==> config.mk <==
export PLATFORM = sky130hd
export DESIGN_NAME = stage_window_profiler
export DESIGN_NICKNAME = d
export VERILOG_FILES = /design/src/rtl/stage_window_profiler.sv
export SDC_FILE = /design/constraint.sdc
export NUM_CORES = 1
export LEC_CHECK = 0
export ABC_AREA = 1
export BUFFER_PORTS_ARGS = -buffer_cell sky130_fd_sc_hd__buf_4
export CORE_ASPECT_RATIO = 1.75
export CORE_UTILIZATION = 50
export CTS_BUF_LIST = sky130_fd_sc_hd__clkbuf_4
export DETAILED_ROUTE_END_ITERATION = 7
export PLACE_DENSITY = 0.67
export REMOVE_ABC_BUFFERS = 1
export SYNTH_ARGS = -nofsm -noshare
export SYNTH_HDL_FRONTEND = slang
export SYNTH_SLANG_ARGS = --single-unit
==> constraint.sdc <==
create_clock -name clk -period 4.25 [get_ports clk]
set_clock_uncertainty 0.15 [all_clocks]
set_input_delay 0 -clock clk [delete_from_list [all_inputs] [get_ports clk]]
set_output_delay 0 -clock clk [all_outputs]
set_load 0.01 [all_outputs]
==> src/rtl/stage_window_profiler.sv <==
module stage_window_profiler #(
  parameter int NUM_STAGES  = 5,
  parameter int CNT_W       = 32,
  parameter int TIMEOUT_CYC = 1000000,
  localparam int IDX_W      = $clog2(NUM_STAGES + 1),
  localparam int IDLE_W     = $clog2(TIMEOUT_CYC + 1)
) (
  input  logic             clk,
  input  logic             rst_n,
  input  logic             arm_i,
  input  logic             trig_i,
  input  logic             done_i,
  input  logic [IDX_W-1:0] rd_idx_i,
  output logic             rd_valid_o,
  output logic [CNT_W-1:0] rd_start_o,
  output logic [CNT_W-1:0] rd_end_o,
  output logic             busy_o,
  output logic             finished_o,
  output logic             timed_out_o,
  output logic             overflow_o,
  output logic [IDX_W-1:0] stage_count_o
);
  localparam logic [CNT_W-1:0]  CNT_MAX = '1;
  localparam logic [IDX_W-1:0]  LAST    = IDX_W'(NUM_STAGES);
  localparam logic [IDLE_W-1:0] IDLE_LIM = IDLE_W'(TIMEOUT_CYC);

  logic                  run_q, fin_q, tmo_q, ovf_q, trig_q;
  logic [IDX_W-1:0]      idx_q;
  logic [CNT_W-1:0]      cnt_q;
  logic [IDLE_W-1:0]     idle_q;
  logic [CNT_W-1:0]      start_q [NUM_STAGES];
  logic [CNT_W-1:0]      end_q   [NUM_STAGES];
  logic [NUM_STAGES-1:0] val_q;

  wire              edge_w = run_q && (trig_i ^ trig_q);
  wire              open_w = run_q && (idx_q != '0);
  wire              rec_w  = edge_w && !done_i && (idx_q < LAST);
  wire              ovf_w  = edge_w && !done_i && (idx_q == LAST);
  wire              tmo_w  = open_w && !done_i && !rec_w && (idle_q >= IDLE_LIM);
  wire              fin_w  = run_q && (done_i || tmo_w);
  wire [IDX_W-1:0]  prev_w = idx_q - 1'b1;

  always_ff @(posedge clk or negedge rst_n) begin
    if (!rst_n) begin
      run_q  <= 1'b0;
      fin_q  <= 1'b0;
      tmo_q  <= 1'b0;
      ovf_q  <= 1'b0;
      trig_q <= 1'b0;
      idx_q  <= '0;
      cnt_q  <= '0;
      idle_q <= '0;
      val_q  <= '0;
      for (int i = 0; i < NUM_STAGES; i++) begin
        start_q[i] <= '0;
        end_q[i]   <= '0;
      end
    end else if (arm_i) begin
      run_q  <= 1'b1;
      fin_q  <= 1'b0;
      tmo_q  <= 1'b0;
      ovf_q  <= 1'b0;
      trig_q <= trig_i;
      idx_q  <= '0;
      cnt_q  <= '0;
      idle_q <= '0;
      val_q  <= '0;
      for (int i = 0; i < NUM_STAGES; i++) begin
        start_q[i] <= '0;
        end_q[i]   <= '0;
      end
    end else begin
      trig_q <= trig_i;
      if (run_q) begin
        cnt_q <= (cnt_q == CNT_MAX) ? cnt_q : cnt_q + 1'b1;
        if (rec_w)                idle_q <= '0;
        else if (idle_q < IDLE_LIM) idle_q <= idle_q + 1'b1;
      end
      if (rec_w) begin
        start_q[idx_q] <= cnt_q;
        if (idx_q != '0) begin
          end_q[prev_w] <= cnt_q;
          val_q[prev_w] <= 1'b1;
        end
        idx_q <= idx_q + 1'b1;
      end
      if (ovf_w) ovf_q <= 1'b1;
      if (fin_w) begin
        run_q <= 1'b0;
        fin_q <= 1'b1;
        tmo_q <= tmo_w;
        if (open_w) begin
          end_q[prev_w] <= cnt_q;
          val_q[prev_w] <= 1'b1;
        end
      end
    end
  end

  wire             rd_in_w  = rd_idx_i < LAST;
  wire [IDX_W-1:0] rd_sel_w = rd_in_w ? rd_idx_i : '0;

  assign rd_valid_o    = rd_in_w && val_q[rd_sel_w];
  assign rd_start_o    = rd_valid_o ? start_q[rd_sel_w] : '0;
  assign rd_end_o      = rd_valid_o ? end_q[rd_sel_w]   : '0;
  assign busy_o        = run_q;
  assign finished_o    = fin_q;
  assign timed_out_o   = tmo_q;
  assign overflow_o    = ovf_q;
  assign stage_count_o = idx_q;
endmodule

==> summary.txt <==
Synthesis
  – Synthesized netlist cell count: 3123
  – Share of the synthesized area in the top cell type: 0.446
  – Syn_area_per_cell: 6.92 um^2
  – Mapped Area: 0.0216 mm^2
  – Yosys cell types: 41
  – Seq/Total Area, Yosys: 0.446
  – Count leader, synth: nand2_1
  – Post-synth top flop: dfrtp_1
  – Synth Register Bits: 385
  – Commonest cells in the netlist: nand2_1, nor2_1, dfrtp_1, o21ai_0, nand3_1
  – Area leader, netlist: dfrtp_1
  – EDFF count, synth: 0
  – Top cells by area, synth: dfrtp_1, nand2_1, nor2_1
  – Async SR Flop Fraction: 1.00
  – Ys Warns: 0

Floorplanning
  – Die outline height: 277 um
  – Core area: 0.0425 mm^2
  – Ports: 80
  – Die area: 0.0441 mm^2
  – Initial core utilization: 0.508
  – Core Rows: 100
  – Die X: 159 um

Outcome
  – Status: finished, violations left
  – Violated checks: design-rule violations

Clocking
  – CTS Sinks: 385
  – CTS tree: built
  – CTS clk-pin slew, worst paths: 70 ps
  – H-tree lvl count: 3
  – CTS Buffer Depth: 3
  – Root Driver: clkbuf_4
  – Setup Fix Bufs, Post-CTS: 0
  – CTS Buf Count: 93
  – Clk Latency, worst-skew pair: 820 ps

Power and ir drop
  – Internal power: 5.33 mW
  – P_leak: 11.3 nW
  – Net Sw Power: 2.06 mW
  – Power per cell area: 313 mW/mm^2
  – Worst VDD drop: 0.000138 V
  – Part of the power in registers: 0.501
  – Combinational share of power: 0.089
  – Clock power share: 0.409
  – Switching Fraction: 0.279

Timing
  – Rel. slew slack: 0.265
  – Final worst path period share: 0.759
  – Hold WS: 125 ps
  – Slew @ Worst Pin: 1100 ps
  – Fin. Hold Viols: 0
  – Worst setup margin: 1020 ps
  – Post-layout min period: 3230 ps
  – RSZ-0062 raised after global routing: false
  – Max Clock Freq: 310 MHz
  – Setup violations, final: 0
  – Setup TNS: 0 ps
  – Final Max Tran Viols: 0

Placed design
  – Post-DP HPWL: 41600 um
  – Placed cell area: 0.0224 mm^2
  – GPL Wtd Cong: 0.903
  – Placement Setup Slack: 1070 ps
  – Port Buffer Count: 79

Finish
  – Share of cells above drive strength 1: 0.0956
  – Final Instance Area: 0.0236 mm^2
  – Nets: 3146
  – Final core utilization: 0.555
  – Layout area overhead: 9.17%

Setup path
  – Flop2flop setup slack: 1020 ps
  – Critical Path Source Type: flop
  – CP max FO: 37
  – Reg2reg start: stage_count_o[0]$_DFFE_PN0P_
  – Reg-to-Reg End: end_q[95]$_DFF_PN0_
  – FF-to-FF path depth: 13
  – CP endpoint kind: flop
  – Critical Path RT: 4820 ps
  – WP data arrival: 3800 ps
  – WS Path Type: flop to flop

GRT
  – Vias in the first global route: 21100
  – First-pass GRT wire length: 111000 um
  – GRT Overall Usage: 0.316
  – Largest net degree at the start of global routing: 171
  – Initial antenna violation count: 1
  – Grt total ovfl: 0

Routing
  – Initial DRC count: 1759
  – Total wire length: 68800 um
  – Post-DR wirelength/cell: 18.3 um
  – Antenna Nets Post-Route: 0
  – Uppermost layer routed: met4
  – DRC violation count after routing: 1
  – Via total after detailed routing: 21400
  – WL met1: 26600 um
  – WL met2: 34800 um
  – DR WL met3: 4110 um
  – Pre-Repair DR Iteration Count: 8
  – Vias per Instance: 5.70

Worst hold path
  – Worst Hold Launch: done_i
  – Hold Path Class: input port to flop
  – Hold Crit Depth: 7
  – Worst Hold Path EP: timed_out_o$_DFFE_PN0P_

Job
  – MaxCap Viol Count: 0
[critical path, cell delays in order (launching register included)]
cell and delay (ps):
dfrtp_1 550, inv_1 170, ha_1 230, inv_1 50, nor2_1 40, nor2_1 130, nand2_1 60, nor2_1 100
nand2_1 110, nand2_4 440, nand2_2 680, nand2_1 230, nand2_1 60, nor2_1 120
[per-layer routing]
| layer | track usage | vias to the layer above |
|---|---|---|
| li1 | - | 10100 |
| met1 | 0.364 | 10100 |
| met2 | 0.562 | 898 |
| met3 | 0.0437 | 244 |
| met4 | 0.177 | 0 |
| met5 | 0 | - |
[sequential cells by signal (all words and copies together) (netlist names)]
name and flops:
busy_o 1, cnt_q 32, finished_o 1, start_q 160, stage_count_o 3, idle_q 20, val_q 5, overflow_o 1
end_q 160, trig_q 1, timed_out_o 1
[cell usage in the layout (no fill, tap or decap), types with 3 or more instances in the layout]
master	instances
nand2_4	3
o21ai_1	42
a31oi_1	3
buf_12	5
clkbuf_4	133
nand3_1	301
inv_2	15
ha_1	7
dlygate4sd3_1	9
dfrtp_1	385
nor2_4	7
nor2_1	468
nor3_1	25
clkinv_1	16
inv_1	152
nand2_2	6
xor2_1	15
nand2_1	986
buf_4	114
o22ai_1	64
o211ai_1	33
a21oi_1	43
nand4_1	16
o21ai_0	313
[logic make-up (layout without fill, tap and decap cells)]
family | Yosys count | count (layout) | share of synthesized area
AND/OR/NAND/NOR | 1824 | 1824 | 0.345
AO/OA/AOI/OAI | 502 | 502 | 0.124
other | 0 | 2 | 0
buffers and inverters | 389 | 455 | 0.0747
adder cells (fa/ha/maj) | 7 | 7 | 0.00405
XOR/XNOR | 16 | 16 | 0.00648
flip-flops | 385 | 385 | 0.446
[timing repair]
| item | in CTS | in global routing |
|---|---|---|
| hold buffers | 10 | 0 |
| resized for setup | 0 | 0 |
| endpoints found under the hold margin | 540 | 0 |
[how the worst max path moves through the flow]
| stage | startpoint | endpoint | slack, ps | cells past startpoint |
|---|---|---|---|---|
| 3_5_place_dp | stage_count_o[0]$_DFFE_PN0P_ | end_q[89]$_DFF_PN0_ | 1070 | 13 |
| 4_1_cts | stage_count_o[0]$_DFFE_PN0P_ | end_q[71]$_DFF_PN0_ | 1040 | 13 |
| 6_report | stage_count_o[0]$_DFFE_PN0P_ | end_q[95]$_DFF_PN0_ | 1020 | 13 |
| 3_3_place_gp | stage_count_o[0]$_DFFE_PN0P_ | end_q[74]$_DFF_PN0_ | 1150 | 13 |
| 5_1_grt | stage_count_o[0]$_DFFE_PN0P_ | end_q[30]$_DFF_PN0_ | 760 | 13 |
| 2_1_floorplan | arm_i | start_q[100]$_DFFE_PN0P_ | -3060 | 3 |
[cell type report]
class	instances	area, um^2
well taps	561	702
clock buffers	133	998
clock inverters	20	121
flip-flops and latches	385	9630
multi-input cells	2349	10400
fillers	4246	18900
inverters	172	657
repair buffers	130	1090
diodes	2	5.00
[power groups by stage]
stage / sequential [mW] / combinational (mW) / clock, mW
floorplan: 3.78 / 0.341 / 0
global route: 3.71 / 0.728 / 3.25
finish: 3.71 / 0.661 / 3.02
CTS: 3.70 / 0.662 / 3.09
detailed placement: 3.77 / 0.650 / 0
global placement: 3.77 / 0.643 / 0
[metrics by stage]
step	cells	power (mW)
2_1_floorplan	2906	4.12
3_3_place_gp	3587	4.42
3_5_place_dp	3587	4.42
4_1_cts	3750	7.46
5_1_grt	3751	7.68
6_report	3752	7.39
No activity file was read; power rests on OpenSTA's default activity.
